`src/rtl/dma_rf_pkg.sv`:
```
`timescale 1ns/1ps
package dma_rf_pkg;
   localparam int BYTE_W = 8;
   localparam int REG_W  = 16;
   localparam int REG_NB = REG_W / BYTE_W;
   localparam int OFFS_W = 4;
   localparam int MODE_W = 6;
   localparam int MAX_CH = 4;

   typedef enum logic [OFFS_W-1:0] {
      OFF_CMD_STAT = 4'h8,
      OFF_REQ      = 4'h9,
      OFF_SMASK    = 4'hA,
      OFF_MODE     = 4'hB,
      OFF_BPCLR    = 4'hC,
      OFF_MCLR     = 4'hD,
      OFF_UNMASK   = 4'hE,
      OFF_MASKALL  = 4'hF
   } port_e;

   typedef struct packed {
      logic [1:0] svc;
      logic       incr;
      logic       autoinit;
      logic [1:0] xfer;
   } mode_t;
endpackage

```
`src/rtl/dma_rf_decode.sv`:
```
`timescale 1ns/1ps
module dma_rf_decode
   import dma_rf_pkg::*;
#(
   parameter int NCH = 4
) (
   input  logic              wr_en,
   input  logic              rd_en,
   input  logic [OFFS_W-1:0] addr,
   output logic              acc_reg,
   output logic              reg_ld,
   output logic              is_cnt,
   output logic [NCH-1:0]    ch_sel,
   output logic              wr_cmd,
   output logic              wr_req,
   output logic              wr_smask,
   output logic              wr_mode,
   output logic              wr_bpclr,
   output logic              wr_mclr,
   output logic              wr_unmask,
   output logic              wr_maskall,
   output logic              rd_status
);
   logic is_reg;
   logic do_rd;

   assign is_reg  = ~addr[OFFS_W-1];
   assign do_rd   = rd_en & ~wr_en;
   assign acc_reg = is_reg & (wr_en | rd_en);
   assign reg_ld  = is_reg & wr_en;
   assign is_cnt  = addr[0];

   for (genvar i = 0; i < NCH; i++) begin : g_sel
      assign ch_sel[i] = (addr[2:1] == 2'(i));
   end

   assign wr_cmd     = wr_en && (addr == OFF_CMD_STAT);
   assign wr_req     = wr_en && (addr == OFF_REQ);
   assign wr_smask   = wr_en && (addr == OFF_SMASK);
   assign wr_mode    = wr_en && (addr == OFF_MODE);
   assign wr_bpclr   = wr_en && (addr == OFF_BPCLR);
   assign wr_mclr    = wr_en && (addr == OFF_MCLR);
   assign wr_unmask  = wr_en && (addr == OFF_UNMASK);
   assign wr_maskall = wr_en && (addr == OFF_MASKALL);
   assign rd_status  = do_rd && (addr == OFF_CMD_STAT);
endmodule

```
`src/rtl/dma_rf_pair.sv`:
```
`timescale 1ns/1ps
module dma_rf_pair
   import dma_rf_pkg::*;
#(
   parameter int W = REG_W,
   localparam int NB = W / BYTE_W
) (
   input  logic              clk,
   input  logic              rst_n,
   input  logic [NB-1:0]     ld,
   input  logic [BYTE_W-1:0] wdata,
   output logic [W-1:0]      base,
   output logic [W-1:0]      cur
);
   if (W % BYTE_W != 0) begin : g_bad_w
      $error("dma_rf_pair: W must be a whole number of bytes");
   end

   for (genvar b = 0; b < NB; b++) begin : g_byte
      logic [BYTE_W-1:0] base_b;
      logic [BYTE_W-1:0] cur_b;

      always_ff @(posedge clk or negedge rst_n) begin
         if (!rst_n) begin
            base_b <= '0;
            cur_b  <= '0;
         end else if (ld[b]) begin
            base_b <= wdata;
            cur_b  <= wdata;
         end
      end

      assign base[b*BYTE_W +: BYTE_W] = base_b;
      assign cur[b*BYTE_W +: BYTE_W]  = cur_b;
   end
endmodule

```
`src/rtl/dma_rf_ctrl.sv`:
```
`timescale 1ns/1ps
module dma_rf_ctrl
   import dma_rf_pkg::*;
#(
   parameter int NCH              = 4,
   parameter bit STAT_CLR_ON_READ = 1'b1
) (
   input  logic                         clk,
   input  logic                         rst_n,
   input  logic                         acc_reg,
   input  logic                         wr_cmd,
   input  logic                         wr_req,
   input  logic                         wr_smask,
   input  logic                         wr_mode,
   input  logic                         wr_bpclr,
   input  logic                         wr_mclr,
   input  logic                         wr_unmask,
   input  logic                         wr_maskall,
   input  logic                         rd_status,
   input  logic [BYTE_W-1:0]            wdata,
   input  logic [NCH-1:0]               tc_evt,
   output logic [BYTE_W-1:0]            cmd_q,
   output logic [NCH-1:0]               mask_q,
   output logic [NCH-1:0]               req_q,
   output logic [NCH-1:0]               tc_q,
   output logic                         bp_q,
   output logic [NCH-1:0][MODE_W-1:0]   mode_q
);
   logic [NCH-1:0] sel_dec;
   logic [NCH-1:0] tc_keep;
   mode_t          new_mode;

   assign new_mode = mode_t'(wdata[BYTE_W-1:2]);

   for (genvar i = 0; i < NCH; i++) begin : g_dec
      assign sel_dec[i] = (wdata[1:0] == 2'(i));
   end

   if (STAT_CLR_ON_READ) begin : g_rdclr
      assign tc_keep = rd_status ? '0 : '1;
   end else begin : g_sticky
      assign tc_keep = '1;
   end

   always_ff @(posedge clk or negedge rst_n) begin
      if (!rst_n) begin
         bp_q <= 1'b0;
      end else if (wr_mclr || wr_bpclr) begin
         bp_q <= 1'b0;
      end else if (acc_reg) begin
         bp_q <= ~bp_q;
      end
   end

   always_ff @(posedge clk or negedge rst_n) begin
      if (!rst_n) begin
         cmd_q <= '0;
      end else if (wr_mclr) begin
         cmd_q <= '0;
      end else if (wr_cmd) begin
         cmd_q <= wdata;
      end
   end

   always_ff @(posedge clk or negedge rst_n) begin
      if (!rst_n) begin
         mask_q <= '1;
      end else if (wr_mclr) begin
         mask_q <= '1;
      end else if (wr_unmask) begin
         mask_q <= '0;
      end else if (wr_maskall) begin
         mask_q <= wdata[NCH-1:0];
      end else if (wr_smask) begin
         mask_q <= wdata[2] ? (mask_q | sel_dec) : (mask_q & ~sel_dec);
      end
   end

   always_ff @(posedge clk or negedge rst_n) begin
      if (!rst_n) begin
         req_q <= '0;
      end else if (wr_mclr) begin
         req_q <= '0;
      end else if (wr_req) begin
         req_q <= wdata[2] ? (req_q | sel_dec) : (req_q & ~sel_dec);
      end
   end

   always_ff @(posedge clk or negedge rst_n) begin
      if (!rst_n) begin
         tc_q <= '0;
      end else if (wr_mclr) begin
         tc_q <= '0;
      end else begin
         tc_q <= (tc_q & tc_keep) | tc_evt;
      end
   end

   for (genvar i = 0; i < NCH; i++) begin : g_mode
      always_ff @(posedge clk or negedge rst_n) begin
         if (!rst_n) begin
            mode_q[i] <= '0;
         end else if (wr_mclr) begin
            mode_q[i] <= '0;
         end else if (wr_mode && sel_dec[i]) begin
            mode_q[i] <= new_mode;
         end
      end
   end
endmodule

```
`src/rtl/dma_regfile.sv`:
```
`timescale 1ns/1ps
module dma_regfile
   import dma_rf_pkg::*;
#(
   parameter int NCH              = 4,
   parameter bit STAT_CLR_ON_READ = 1'b1
) (
   input  logic                clk,
   input  logic                rst_n,
   input  logic                wr_en,
   input  logic                rd_en,
   input  logic [3:0]          addr,
   input  logic [7:0]          wdata,
   output logic [7:0]          rdata,
   input  logic [NCH-1:0]      tc_evt,
   output logic [7:0]          cmd_o,
   output logic [NCH-1:0]      mask_o,
   output logic [NCH-1:0]      req_o,
   output logic [NCH*6-1:0]    mode_o,
   output logic [NCH*16-1:0]   base_addr_o,
   output logic [NCH*16-1:0]   cur_addr_o,
   output logic [NCH*16-1:0]   base_cnt_o,
   output logic [NCH*16-1:0]   cur_cnt_o
);
   if (NCH < 1 || NCH > MAX_CH) begin : g_bad_nch
      $error("dma_regfile: NCH must lie in 1..4");
   end
   if (REG_NB != 2) begin : g_bad_reg
      $error("dma_regfile: one byte toggle needs two-byte registers");
   end

   logic                       acc_reg, reg_ld, is_cnt;
   logic [NCH-1:0]             ch_sel;
   logic                       wr_cmd, wr_req, wr_smask, wr_mode, wr_bpclr;
   logic                       wr_mclr, wr_unmask, wr_maskall, rd_status;
   logic                       bp_q;
   logic [NCH-1:0]             tc_q;
   logic [NCH-1:0]             mask_q, req_q;
   logic [BYTE_W-1:0]          cmd_q;
   logic [NCH-1:0][MODE_W-1:0] mode_q;
   logic [REG_W-1:0]           base_a [NCH];
   logic [REG_W-1:0]           cur_a  [NCH];
   logic [REG_W-1:0]           base_c [NCH];
   logic [REG_W-1:0]           cur_c  [NCH];
   logic [BYTE_W-1:0]          stat;
   logic [REG_W-1:0]           word;

   dma_rf_decode #(.NCH(NCH)) u_dec (
      .wr_en      (wr_en),
      .rd_en      (rd_en),
      .addr       (addr),
      .acc_reg    (acc_reg),
      .reg_ld     (reg_ld),
      .is_cnt     (is_cnt),
      .ch_sel     (ch_sel),
      .wr_cmd     (wr_cmd),
      .wr_req     (wr_req),
      .wr_smask   (wr_smask),
      .wr_mode    (wr_mode),
      .wr_bpclr   (wr_bpclr),
      .wr_mclr    (wr_mclr),
      .wr_unmask  (wr_unmask),
      .wr_maskall (wr_maskall),
      .rd_status  (rd_status)
   );

   dma_rf_ctrl #(.NCH(NCH), .STAT_CLR_ON_READ(STAT_CLR_ON_READ)) u_ctrl (
      .clk        (clk),
      .rst_n      (rst_n),
      .acc_reg    (acc_reg),
      .wr_cmd     (wr_cmd),
      .wr_req     (wr_req),
      .wr_smask   (wr_smask),
      .wr_mode    (wr_mode),
      .wr_bpclr   (wr_bpclr),
      .wr_mclr    (wr_mclr),
      .wr_unmask  (wr_unmask),
      .wr_maskall (wr_maskall),
      .rd_status  (rd_status),
      .wdata      (wdata),
      .tc_evt     (tc_evt),
      .cmd_q      (cmd_q),
      .mask_q     (mask_q),
      .req_q      (req_q),
      .tc_q       (tc_q),
      .bp_q       (bp_q),
      .mode_q     (mode_q)
   );

   for (genvar i = 0; i < NCH; i++) begin : g_ch
      logic [REG_NB-1:0] ld_byte;
      logic [REG_NB-1:0] ld_a;
      logic [REG_NB-1:0] ld_c;

      assign ld_byte = bp_q ? 2'b10 : 2'b01;
      assign ld_a    = (reg_ld && ch_sel[i] && !is_cnt) ? ld_byte : '0;
      assign ld_c    = (reg_ld && ch_sel[i] &&  is_cnt) ? ld_byte : '0;

      dma_rf_pair #(.W(REG_W)) u_addr (
         .clk   (clk),
         .rst_n (rst_n),
         .ld    (ld_a),
         .wdata (wdata),
         .base  (base_a[i]),
         .cur   (cur_a[i])
      );

      dma_rf_pair #(.W(REG_W)) u_cnt (
         .clk   (clk),
         .rst_n (rst_n),
         .ld    (ld_c),
         .wdata (wdata),
         .base  (base_c[i]),
         .cur   (cur_c[i])
      );

      assign base_addr_o[i*REG_W +: REG_W] = base_a[i];
      assign cur_addr_o[i*REG_W +: REG_W]  = cur_a[i];
      assign base_cnt_o[i*REG_W +: REG_W]  = base_c[i];
      assign cur_cnt_o[i*REG_W +: REG_W]   = cur_c[i];
      assign mode_o[i*MODE_W +: MODE_W]    = mode_q[i];
   end

   assign cmd_o  = cmd_q;
   assign mask_o = mask_q;
   assign req_o  = req_q;

   always_comb begin
      stat            = '0;
      stat[NCH-1:0]   = tc_q;
      stat[4 +: NCH]  = req_q;
   end

   always_comb begin
      word = '0;
      for (int i = 0; i < NCH; i++) begin
         if (addr[2:1] == 2'(i)) begin
            word = is_cnt ? cur_c[i] : cur_a[i];
         end
      end
   end

   always_comb begin
      rdata = '0;
      if (!addr[3]) begin
         rdata = bp_q ? word[15:8] : word[7:0];
      end else if (addr == OFF_CMD_STAT) begin
         rdata = stat;
      end
   end
endmodule

```
`config.mk`:
```
export PLATFORM = sky130hd
export DESIGN_NAME = dma_regfile
export DESIGN_NICKNAME = d
export VERILOG_FILES = /design/src/rtl/dma_rf_pkg.sv /design/src/rtl/dma_rf_decode.sv /design/src/rtl/dma_rf_pair.sv /design/src/rtl/dma_rf_ctrl.sv /design/src/rtl/dma_regfile.sv
export SDC_FILE = /design/constraint.sdc
export NUM_CORES = 1
export LEC_CHECK = 0
export ABC_AREA = 0
export BUFFER_PORTS_ARGS = -buffer_cell sky130_fd_sc_hd__buf_2
export CORE_ASPECT_RATIO = 2
export CORE_MARGIN = 1.5
export CORE_UTILIZATION = 54
export DETAILED_ROUTE_END_ITERATION = 8
export PLACE_DENSITY = 0.92
export SLEW_MARGIN = 15
export SYNTH_ARGS = -nofsm -noshare
export SYNTH_HDL_FRONTEND = slang
export SYNTH_SLANG_ARGS = --single-unit
```
`constraint.sdc`:
```
create_clock -name clk -period 3.7 [get_ports clk]
set_clock_uncertainty 0.2 [all_clocks]
set_input_delay 0.185 -clock clk [delete_from_list [all_inputs] [get_ports clk]]
set_output_delay 0.185 -clock clk [all_outputs]
set_load 0.005 [all_outputs]
```
==> impl_metrics.tcl, run 1 <==
set metrics [dict create \
    power.total_uw 6540 \
    area.sequential_mm2 0.00433 \
    rsz0062_at_grt "false" \
    synth-warning-count 0 \
    ant_nets 0 \
    cap_violations 0 \
    drt-initial-drc-count 571 \
    chipHeight_um 186 \
    syn2layout_area_growth_pct 17.5 \
    syn_area_per_cell_um2 12.1 \
    min-delay-path-class "input port to flip-flop" \
    crit_arrival_ns 2.74 \
    vias_in_the_first_global_route 6890 \
    p_leak_uw 0.00560 \
    netlist_instances 748 \
    pins_over_their_slew_limit 0 \
    design.portCount 324 \
    detailedRoute.firstPassIterationCount 5 \
    nets 963 \
    timing.slew.headroom 0.410 \
    detail_route.wl_per_cell_um 24.5 \
    synthesis.area_mm2 0.00907 \
    multiInputGateArea_mm2 0.00355 \
    fmax_mhz 320 \
    fp.dieW_um 94.6 \
    synth_cell_type_count 51 \
    final_hpwl_from_detailed_placement_um 20300 \
    synth_enable_flop_cells 0 \
    numPortBuffers 323 \
    clock_transition_at_path_regs_ns 0.06 \
    dieArea_mm2 0.0176 \
    grt_start_max_net_pins 69 \
    grt_remaining_overflow 0 \
    drt-total-wl_um 28400 \
    synth_flop_cell "dfrtp_1" \
    worstPathRequired_ns 3.31 \
    clk_path_buf_depth 2 \
    tritoncts_num_sinks 173 \
    critical_path.endpoint_type "output pin" \
    cp-start-kind "input port" \
    finalCritPeriodShare 0.846 \
    path_max_fanout 15 \
    insertedDiodeCount 0 \
    timing_worst_slew_pin_value_ns 0.883 \
    finalHoldViolations 0 \
    ys_seq_area_frac 0.478 \
    result_of_the_run "complete, no violations" \
    dr_total_vias 6925 \
    yosys_register_bits 173 \
    async_reset_ff_frac 1.00 \
    fillers 1262 \
    routabilityCongestion 0.953 \
    site_rows 66 \
    post_route_cells_drive_above_1_share 0.512 \
    initial_utilization 0.554 \
    setup_violations 0 \
    power.density_mw_per_mm2 614 \
    core_area_mm2 0.0164 \
    detail_route.vias_per_cell 5.98 \
    layout.core_utilization 0.652 \
    max-vdd-ir-drop_mv 0.353 \
    tritoncts.num_buffers 17 \
    clk_root_buf "clkbuf_16" \
    antenna_violations_before_repair 0 \
    grt_usage 0.325 \
    residual_drc_count 0 \
    cts_tree "yes" \
    criticalPathCategory "input port to output pin" \
    grt_pass1_wl_um 41400 \
    clock_tree.htree_level_count 4 \
    clock_latency_ns 0.44 \
    buffers_inserted_during_post_cts_setup_optimization 0 \
    final.min_clock_period_ns 3.13 \
    setup_total_negative_slack_ns 0 \
    synthesized_netlist_net_count 768 \
]
==> path summary, 6_finish.rpt <==
| path | start | depth (start not counted) | slack (ns) | endpoint |
|---|---|---|---|---|
| setup / recovery | addr[2] | 7 | 0.57 | rdata[4] |
| hold / removal | wdata[5] | 3 | 0.03 | u_ctrl.cmd_q[5]$_DFFE_PN0P_ |
| setup reg to reg | u_ctrl.bp_q$_DFFE_PN0P_ | 4 | 1.24 | g_ch[2].u_addr.g_byte[1].cur_b[2]$_DFFE_PN0P_ |
| hold reg to reg | u_ctrl.mask_q[2]$_DFFE_PN1P_ | 2 | 0.30 | u_ctrl.mask_q[2]$_DFFE_PN1P_ |
| max in group asynchronous | rst_n | 3 | 2.17 | g_ch[3].u_addr.g_byte[0].base_b[7]$_DFFE_PN0P_ |
| min in group asynchronous | rst_n | 2 | 0.12 | g_ch[2].u_cnt.g_byte[0].base_b[0]$_DFFE_PN0P_ |
==> cells by family (layout without fill, tap and decap cells) <==
kind of cell | count (synthesis) | after routing | synth area share
mux | 193 | 193 | 0.253
simple gates | 129 | 129 | 0.0766
compound gates | 79 | 79 | 0.0614
flops | 173 | 173 | 0.478
buf+inv | 174 | 380 | 0.131
==> critical path: stages <==
cell	delay, ns
dlygate4sd3_1	0.52
buf_2	0.32
nor2b_1	0.74
a221o_1	0.29
a21oi_1	0.06
o31ai_1	0.42
buf_2	0.20
==> metrics by stage <==
stage / std cells / setup slack, ns / instance area (um2) / hold slack [ns]
3_3_place_gp: 1114 / 1.14 / 9860 / 0.0165
4_1_cts: 1158 / 0.597 / 10700 / 0.0191
5_1_grt: 1158 / 0.446 / 10700 / 0.0608
2_1_floorplan: 748 / 1.89 / 9070 / -0.311
3_5_place_dp: 1114 / 1.06 / 9860 / 0.0264
6_report: 1158 / 0.571 / 10700 / 0.0278
==> timing repair <==
action,in CTS,in global routing
endpoints found under the hold margin,73,0
hold buffers,14,0
resized for setup,0,0
==> flip-flops by register name, indices dropped and copies added, names as in the netlist <==
signal	count
u_ctrl.cmd_q	8
u_ctrl.bp_q	1
g_ch.u_cnt.g_byte.cur_b	16
u_ctrl.req_q	4
g_ch.u_cnt.g_byte.base_b	48
u_ctrl.mask_q	4
g_ch.u_addr.g_byte.cur_b	16
u_ctrl.tc_q	4
g_ch.u_addr.g_byte.base_b	48
u_ctrl.mode_q	24
==> layout by cell type, fill, tap and decap left out, drive strengths merged, types with 4 or more instances in the layout <==
cell type | Yosys | routed
dfstp | 4 | 4
nand2b | 8 | 8
o21ai | 12 | 12
nor3 | 7 | 7
mux2 | 139 | 139
bufinv | 0 | 5
a22o | 5 | 5
dlygate4sd3 | 0 | 14
nor2b | 13 | 13
buf | 153 | 334
mux4 | 15 | 15
a21oi | 19 | 19
dfrtp | 169 | 169
a221o | 9 | 9
and3 | 4 | 4
mux2i | 39 | 39
o22ai | 5 | 5
nor2 | 47 | 47
a2111oi | 4 | 4
nand2 | 35 | 35
nand3 | 5 | 5
clkbuf | 19 | 21
==> power breakdown <==
part,switching (uW),internal [uW]
clock,752,1250
sequential,503,2300
combinational,791,940
==> cell usage after synthesis (all sizes together), types with 3 or more instances <==
cell	number	share of area
dfrtp	169	0.47
buf	153	0.12
mux2	139	0.17
nor2	47	0.023
mux2i	39	0.043
nand2	35	0.016
a21oi	19	0.010
clkbuf	19	0.0079
mux4	15	0.037
nor2b	13	0.0090
o21ai	12	0.0066
a221o	9	0.0099
nand2b	8	0.0055
nor3	7	0.0069
a22o	5	0.0048
nand3	5	0.0047
o22ai	5	0.0035
a2111oi	4	0.0039
and3	4	0.0028
dfstp	4	0.012
a211oi	3	0.0025
a21o	3	0.0025
a221oi	3	0.0029
a22oi	3	0.0030
a31oi	3	0.0021
o221ai	3	0.0029
o31ai	3	0.0025
==> final cells by class <==
cell class / instances / area share
repair buffers: 348 / 0.174
clock buffers: 21 / 0.0441
well taps: 204 / 0.0240
clock inverters: 9 / 0.0173
flip-flops and latches: 173 / 0.407
inverters: 2 / 0.000704
multi-input cells: 401 / 0.333
==> per-layer routing <==
metal  global-route usage  vias up  wire length [um]
met5                    0        -                 0
met4                0.193        0              1520
li1                     -     2907                 -
met2                0.543      390             14700
met3               0.0646      102              1890
met1                0.383     3526             10300
No activity file was read; power rests on OpenSTA's default activity.
==> run 2, diff against run 1 <==
--- a/config.mk
+++ b/config.mk
@@ -9,9 +9,9 @@
 export BUFFER_PORTS_ARGS = -buffer_cell sky130_fd_sc_hd__buf_2
 export CORE_ASPECT_RATIO = 2
 export CORE_MARGIN = 1.5
-export CORE_UTILIZATION = 54
+export CORE_UTILIZATION = 46
 export DETAILED_ROUTE_END_ITERATION = 8
-export PLACE_DENSITY = 0.92
+export PLACE_DENSITY = 0.84
 export SLEW_MARGIN = 15
 export SYNTH_ARGS = -nofsm -noshare
 export SYNTH_HDL_FRONTEND = slang
==> constraint.sdc (replaced) <==
create_clock -name clk -period 2.6 [get_ports clk]
set_clock_uncertainty 0.2 [all_clocks]
set_input_delay 0.13 -clock clk [delete_from_list [all_inputs] [get_ports clk]]
set_output_delay 0.13 -clock clk [all_outputs]
set_load 0.005 [all_outputs]
==> impl_metrics.tcl, run 2 (synthesized netlist as in run 1, its figures left out) <==
set metrics [dict create \
    timing.slew.headroom 0.564 \
    cap_violations 0 \
    instances_no_fill 1220 \
    core_area_mm2 0.0194 \
    grt_start_max_net_pins 70 \
    numPortBuffers 323 \
    post_route_cells_drive_above_1_share 0.514 \
    p_leak_uw 0.00559 \
    final.min_clock_period_ns 2.58 \
    clock_transition_at_path_regs_ns 0.06 \
    criticalPathCategory "flip-flop to output pin" \
    rr_worst_depth 4 \
    initial_utilization 0.468 \
    setup_violations 0 \
    path_max_fanout 4 \
    tritoncts_num_sinks 173 \
    clk_path_buf_depth 2 \
    residual_drc_count 0 \
    min-delay-path-class "input port to flip-flop" \
    setup_total_negative_slack_ns 0 \
    critical_path.endpoint_type "output pin" \
    grt_pass1_wl_um 41900 \
    placed_cells_incl_taps 1172 \
    chipHeight_um 202 \
    routabilityCongestion 0.895 \
    timing_worst_slew_pin_value_ns 0.654 \
    final_hpwl_from_detailed_placement_um 20600 \
    grt_usage 0.279 \
    layout_top_registers "g_ch.u_addr.g_byte.base_b: 48 flops, g_ch.u_cnt.g_byte.base_b: 48 flops, u_ctrl.mode_q: 24 flops" \
    tritoncts.num_buffers 17 \
    design.portCount 324 \
    max-vdd-ir-drop_mv 0.480 \
    finalHoldViolations 0 \
    layout_commonest_cell "buf_2" \
    clk_root_buf "clkbuf_16" \
    site_rows 72 \
    fmax_mhz 388 \
    cts_tree "yes" \
    antenna_violations_before_repair 0 \
    power.density_mw_per_mm2 842 \
    buffers_inserted_during_post_cts_setup_optimization 0 \
    clock_latency_ns 0.43 \
    dieArea_mm2 0.0206 \
    syn2layout_area_growth_pct 18.4 \
    detail_route.wl_per_cell_um 23.3 \
    detail_route.vias_per_cell 5.57 \
    post-route-worst-setup-slack_ns 0.0219 \
    pins_over_their_slew_limit 0 \
    crit_arrival_ns 2.25 \
    power.total_uw 9040 \
    layout.core_utilization 0.554 \
    drt-initial-drc-count 440 \
    pre_cts_slack_ns 0.262 \
    result_of_the_run "complete, no violations" \
    dr_total_vias 6801 \
    clock_tree.htree_level_count 4 \
    insertedDiodeCount 0 \
    worstHoldPathCells 3 \
    cp-start-kind "flip-flop" \
    most_frequent_cells_in_the_layout "buf_2, dfrtp_1, mux2_2" \
    finalCritPeriodShare 0.992 \
    nets 968 \
    worstPathRequired_ns 2.27 \
    vias_in_the_first_global_route 6582 \
    drt-total-wl_um 28400 \
    detailedRoute.firstPassIterationCount 5 \
    rsz0062_at_grt "false" \
    grt_remaining_overflow 0 \
    ant_nets 0 \
    fp.dieW_um 102 \
]
## run 2: cell count changes in the layout (fill, tap and decap cells not counted), moves of 2 or more
cell,before,now
bufinv_16,5,2
dlygate4sd3_1,14,16
clkinvlp_4,1,5
buf_12,1,3
## run 2: layer usage
layer | global-route usage | vias up | part of all wire
met2 | 0.456 | 389 | 0.52
met1 | 0.352 | 3437 | 0.38
li1 | - | 2910 | -
met3 | 0.0462 | 65 | 0.061
met5 | 0 | - | 0
met4 | 0.139 | 0 | 0.043
## run 2: what timing repair did
item                                   4_1_cts  5_1_grt
setup endpoints to repair                    2        0
hold buffers                                16        0
endpoints found under the hold margin      112        0
gates resized for setup                      2        0
## run 2: area by class of cell
cell class,count,area [um2]
multi-input cells,401,3550
flip-flops and latches,173,4330
repair buffers,353,1930
fillers,1625,8630
inverters,2,7.51
well taps,259,324
clock inverters,12,138
clock buffers,20,457
## run 2: path summary, 6_finish.rpt
kind | start | endpoint | slack [ns]
max in group asynchronous | rst_n | u_ctrl.mode_q[5]$_DFFE_PN0P_ | 1.36
max reg2reg | u_ctrl.bp_q$_DFFE_PN0P_ | g_ch[2].u_addr.g_byte[1].cur_b[1]$_DFFE_PN0P_ | 0.44
min reg2reg | u_ctrl.cmd_q[1]$_DFFE_PN0P_ | u_ctrl.cmd_q[1]$_DFFE_PN0P_ | 0.30
max | g_ch[2].u_addr.g_byte[0].base_b[7]$_DFFE_PN0P_ | rdata[7] | 0.02
min | wdata[6] | u_ctrl.cmd_q[6]$_DFFE_PN0P_ | 0.02
min in group asynchronous | rst_n | g_ch[1].u_addr.g_byte[0].cur_b[6]$_DFFE_PN0P_ | 0.07
## run 2: through the flow
step	instance area (um2)	hold WS [ns]
detailed placement	9980	-0.0166
global route	10700	0.0346
global placement	9980	-0.0211
CTS	10700	0.00476
floorplan	9070	-0.366
finish	10700	0.0249
## run 2: power breakdown
part           switching (uW)  total, uW  internal (uW)
Combinational            1110       2470           1350
Sequential                704       3980           3280
Clock                    1120       2590           1470
Total                    2940       9040           6100
## run 2: critical path, stage by stage (launching register included)
cell	delay (ns)
dfrtp_1	0.46
mux4_2	0.48
a2111oi_1	0.46
buf_4	0.19
o31ai_1	0.08
buf_2	0.14
==> run 3, diff against run 2 <==
--- a/config.mk
+++ b/config.mk
@@ -5,13 +5,15 @@
 export SDC_FILE = /design/constraint.sdc
 export NUM_CORES = 1
 export LEC_CHECK = 0
-export ABC_AREA = 0
+export ABC_AREA = 1
 export BUFFER_PORTS_ARGS = -buffer_cell sky130_fd_sc_hd__buf_2
+export CELL_PAD_IN_SITES_DETAIL_PLACEMENT = 1
+export CELL_PAD_IN_SITES_GLOBAL_PLACEMENT = 1
 export CORE_ASPECT_RATIO = 2
 export CORE_MARGIN = 1.5
-export CORE_UTILIZATION = 46
+export CORE_UTILIZATION = 32
 export DETAILED_ROUTE_END_ITERATION = 8
-export PLACE_DENSITY = 0.84
+export PLACE_DENSITY = 0.83
 export SLEW_MARGIN = 15
 export SYNTH_ARGS = -nofsm -noshare
 export SYNTH_HDL_FRONTEND = slang
==> impl_metrics.tcl, run 3 <==
set metrics [dict create \
    timing_worst_slew_pin_value_ns 0.831 \
    routabilityCongestion 0.900 \
    numPortBuffers 323 \
    timing.critical_path.cells "clkinv_1, nand2_1, nor2_1, nand2_1, nand3_1, nand2_1, buf_2" \
    cp-start-kind "flip-flop" \
    synth_area_leaders "dfrtp_1, nand2_1, buf_4" \
    finalHoldViolations 0 \
    tritoncts_num_sinks 173 \
    worst_path_largest_cell_delay_ns 0.53 \
    grt_usage 0.238 \
    cp_num_buf_inv 2 \
    residual_drc_count 0 \
    post_route_cells_drive_above_1_share 0.291 \
    vias_in_the_first_global_route 8358 \
    source_of_the_worst_register_to_register_timing_path "u_ctrl.bp_q$_DFFE_PN0P_" \
    ys_seq_area_frac 0.481 \
    r2r_end "u_ctrl.bp_q$_DFFE_PN0P_" \
    clock_transition_at_path_regs_ns 0.07 \
    post-route-worst-setup-slack_ns 0.132 \
    final_design_area_no_fill_mm2 0.0110 \
    async_reset_ff_frac 1.00 \
    timing.slew.headroom 0.446 \
    rr_worst_depth 4 \
    regToRegSetupSlack_ns 0.38 \
    drt-total-wl_um 34600 \
    synth_cell_type_count 27 \
    synth_flop_cell "dfrtp_1" \
    design.portCount 324 \
    chipHeight_um 240 \
    synth.cells.most_frequent "nand2_1, dfrtp_1, buf_4" \
    fillers 3432 \
    critical_path.top_delay_family "simple AND/OR/NAND/NOR gates" \
    post_cts_sizing 0 \
    post-synth-top-count-cell "nand2_1" \
    final_hpwl_from_detailed_placement_um 25800 \
    synthDominantCellAreaShare 0.470 \
    dieArea_mm2 0.0292 \
    rsz0062_at_grt "false" \
    yosys_register_bits 173 \
    max-vdd-ir-drop_mv 0.550 \
    path_max_fanout 18 \
    criticalPathCategory "flip-flop to output pin" \
    worstPathRequired_ns 2.27 \
    hold_slack_ns 0.0334 \
    clock_tree.htree_level_count 4 \
    grt_pass1_wl_um 50900 \
    power.density_mw_per_mm2 864 \
    synth-warning-count 0 \
    critical_path.endpoint_type "output pin" \
    final.min_clock_period_ns 2.47 \
    nets 1388 \
    setup_total_negative_slack_ns 0 \
    detail_route.wl_per_cell_um 20.0 \
    ant_nets 0 \
    slowest_stage "clkinv_1" \
    cap_violations 0 \
    initial_utilization 0.326 \
    crit_arrival_ns 2.14 \
    pins_over_their_slew_limit 0 \
    layout_top_registers "g_ch.u_addr.g_byte.base_b: 48 flops, g_ch.u_cnt.g_byte.base_b: 48 flops, u_ctrl.mode_q: 24 flops" \
    drt-initial-drc-count 549 \
    min-delay-path-class "input port to async pin" \
    setup_violations 0 \
    synthesized_netlist_net_count 1181 \
    finalCritPeriodShare 0.949 \
    insertedDiodeCount 0 \
    layout_commonest_cell "nand2_1" \
    layout.core_utilization 0.396 \
    core_area_mm2 0.0277 \
    fmax_mhz 405 \
    pre_cts_slack_ns 0.403 \
    synthesis.area_mm2 0.00901 \
    most_frequent_cells_in_the_layout "nand2_1, buf_2, dfrtp_1" \
    netlist_instances 1161 \
    detailedRoute.firstPassIterationCount 5 \
    dr_total_vias 8437 \
    dpl-instance-area_mm2 0.0100 \
    antenna_violations_before_repair 0 \
    detail_route.vias_per_cell 4.87 \
    syn_area_per_cell_um2 7.76 \
    clk_path_buf_depth 2 \
    site_rows 86 \
    syn2layout_area_growth_pct 21.7 \
    result_of_the_run "complete, no violations" \
    post_synth_top_area_cell "dfrtp_1" \
    synth_enable_flop_cells 0 \
    grt_start_max_net_pins 82 \
    tritoncts.num_buffers 17 \
    grt_remaining_overflow 0 \
    clock_latency_ns 0.45 \
    clk_root_buf "clkbuf_16" \
    fp.dieW_um 122 \
    most_frequent_cell_on_the_critical_path "nand2_1" \
    cts_tree "yes" \
    p_leak_uw 0.00605 \
]
-- run 3: layout make-up --
cell class	count	area [um2]	area share
multi-input cells	730	3180	0.290
flip-flops and latches	173	4330	0.396
inverters	74	278	0.0254
repair buffers	372	2140	0.195
clock inverters	15	156	0.0143
well taps	352	440	0.0402
clock buffers	17	425	0.0388
-- run 3: logic make-up (layout without fill, tap and decap cells) --
kind of cell    Yosys count  count (layout)  synth area share
compound gates          207             207             0.117
flops                   173             173             0.481
buf+inv                 258             478             0.165
simple gates            523             523             0.236
-- run 3: power by group --
| part | switching [uW] | internal [uW] | total (uW) |
|---|---|---|---|
| registers | 799 | 3350 | 4150 |
| clock network | 1250 | 1270 | 2520 |
| logic | 1510 | 1290 | 2800 |
| total | 3560 | 5910 | 9470 |
-- run 3: per-stage QoR --
step,cells,total power (uW)
6_report,1733,9470
2_1_floorplan,1161,5760
3_5_place_dp,1663,6980
3_3_place_gp,1663,6860
5_1_grt,1733,10000
4_1_cts,1730,9580
-- run 3: what timing repair did --
item | 4_1_cts | 5_1_grt
setup buffers | 0 | 3
endpoints found under the hold margin | 216 | 0
setup endpoints to repair | 0 | 3
hold buffers | 35 | 0
-- run 3: worst max path at each step --
stage | startpoint | to | depth (start not counted)
finish | u_ctrl.bp_q$_DFFE_PN0P_ | rdata[7] | 7
global route | wr_en | u_ctrl.cmd_q[4]$_DFFE_PN0P_ | 12
CTS | addr[0] | u_ctrl.tc_q[2]$_DFF_PN0_ | 8
detailed placement | addr[0] | u_ctrl.mode_q[17]$_DFFE_PN0P_ | 10
global placement | addr[0] | u_ctrl.mode_q[8]$_DFFE_PN0P_ | 10
floorplan | u_ctrl.bp_q$_DFFE_PN0P_ | g_ch[0].u_cnt.g_byte[1].base_b[5]$_DFFE_PN0P_ | 6
-- run 3: worst register-to-register path, delay by kind of cell (launching register included) --
family	cells	cell delay (ns)
flops	1	0.36
buf+inv	2	1.11
compound gates	2	0.41
-- run 3: per-layer routing --
metal	vias up	part of all wire	track usage
met4	0	0.045	0.116
met5	-	0	0
met2	283	0.55	0.440
met3	62	0.038	0.0323
met1	4130	0.37	0.263
li1	3962	-	-
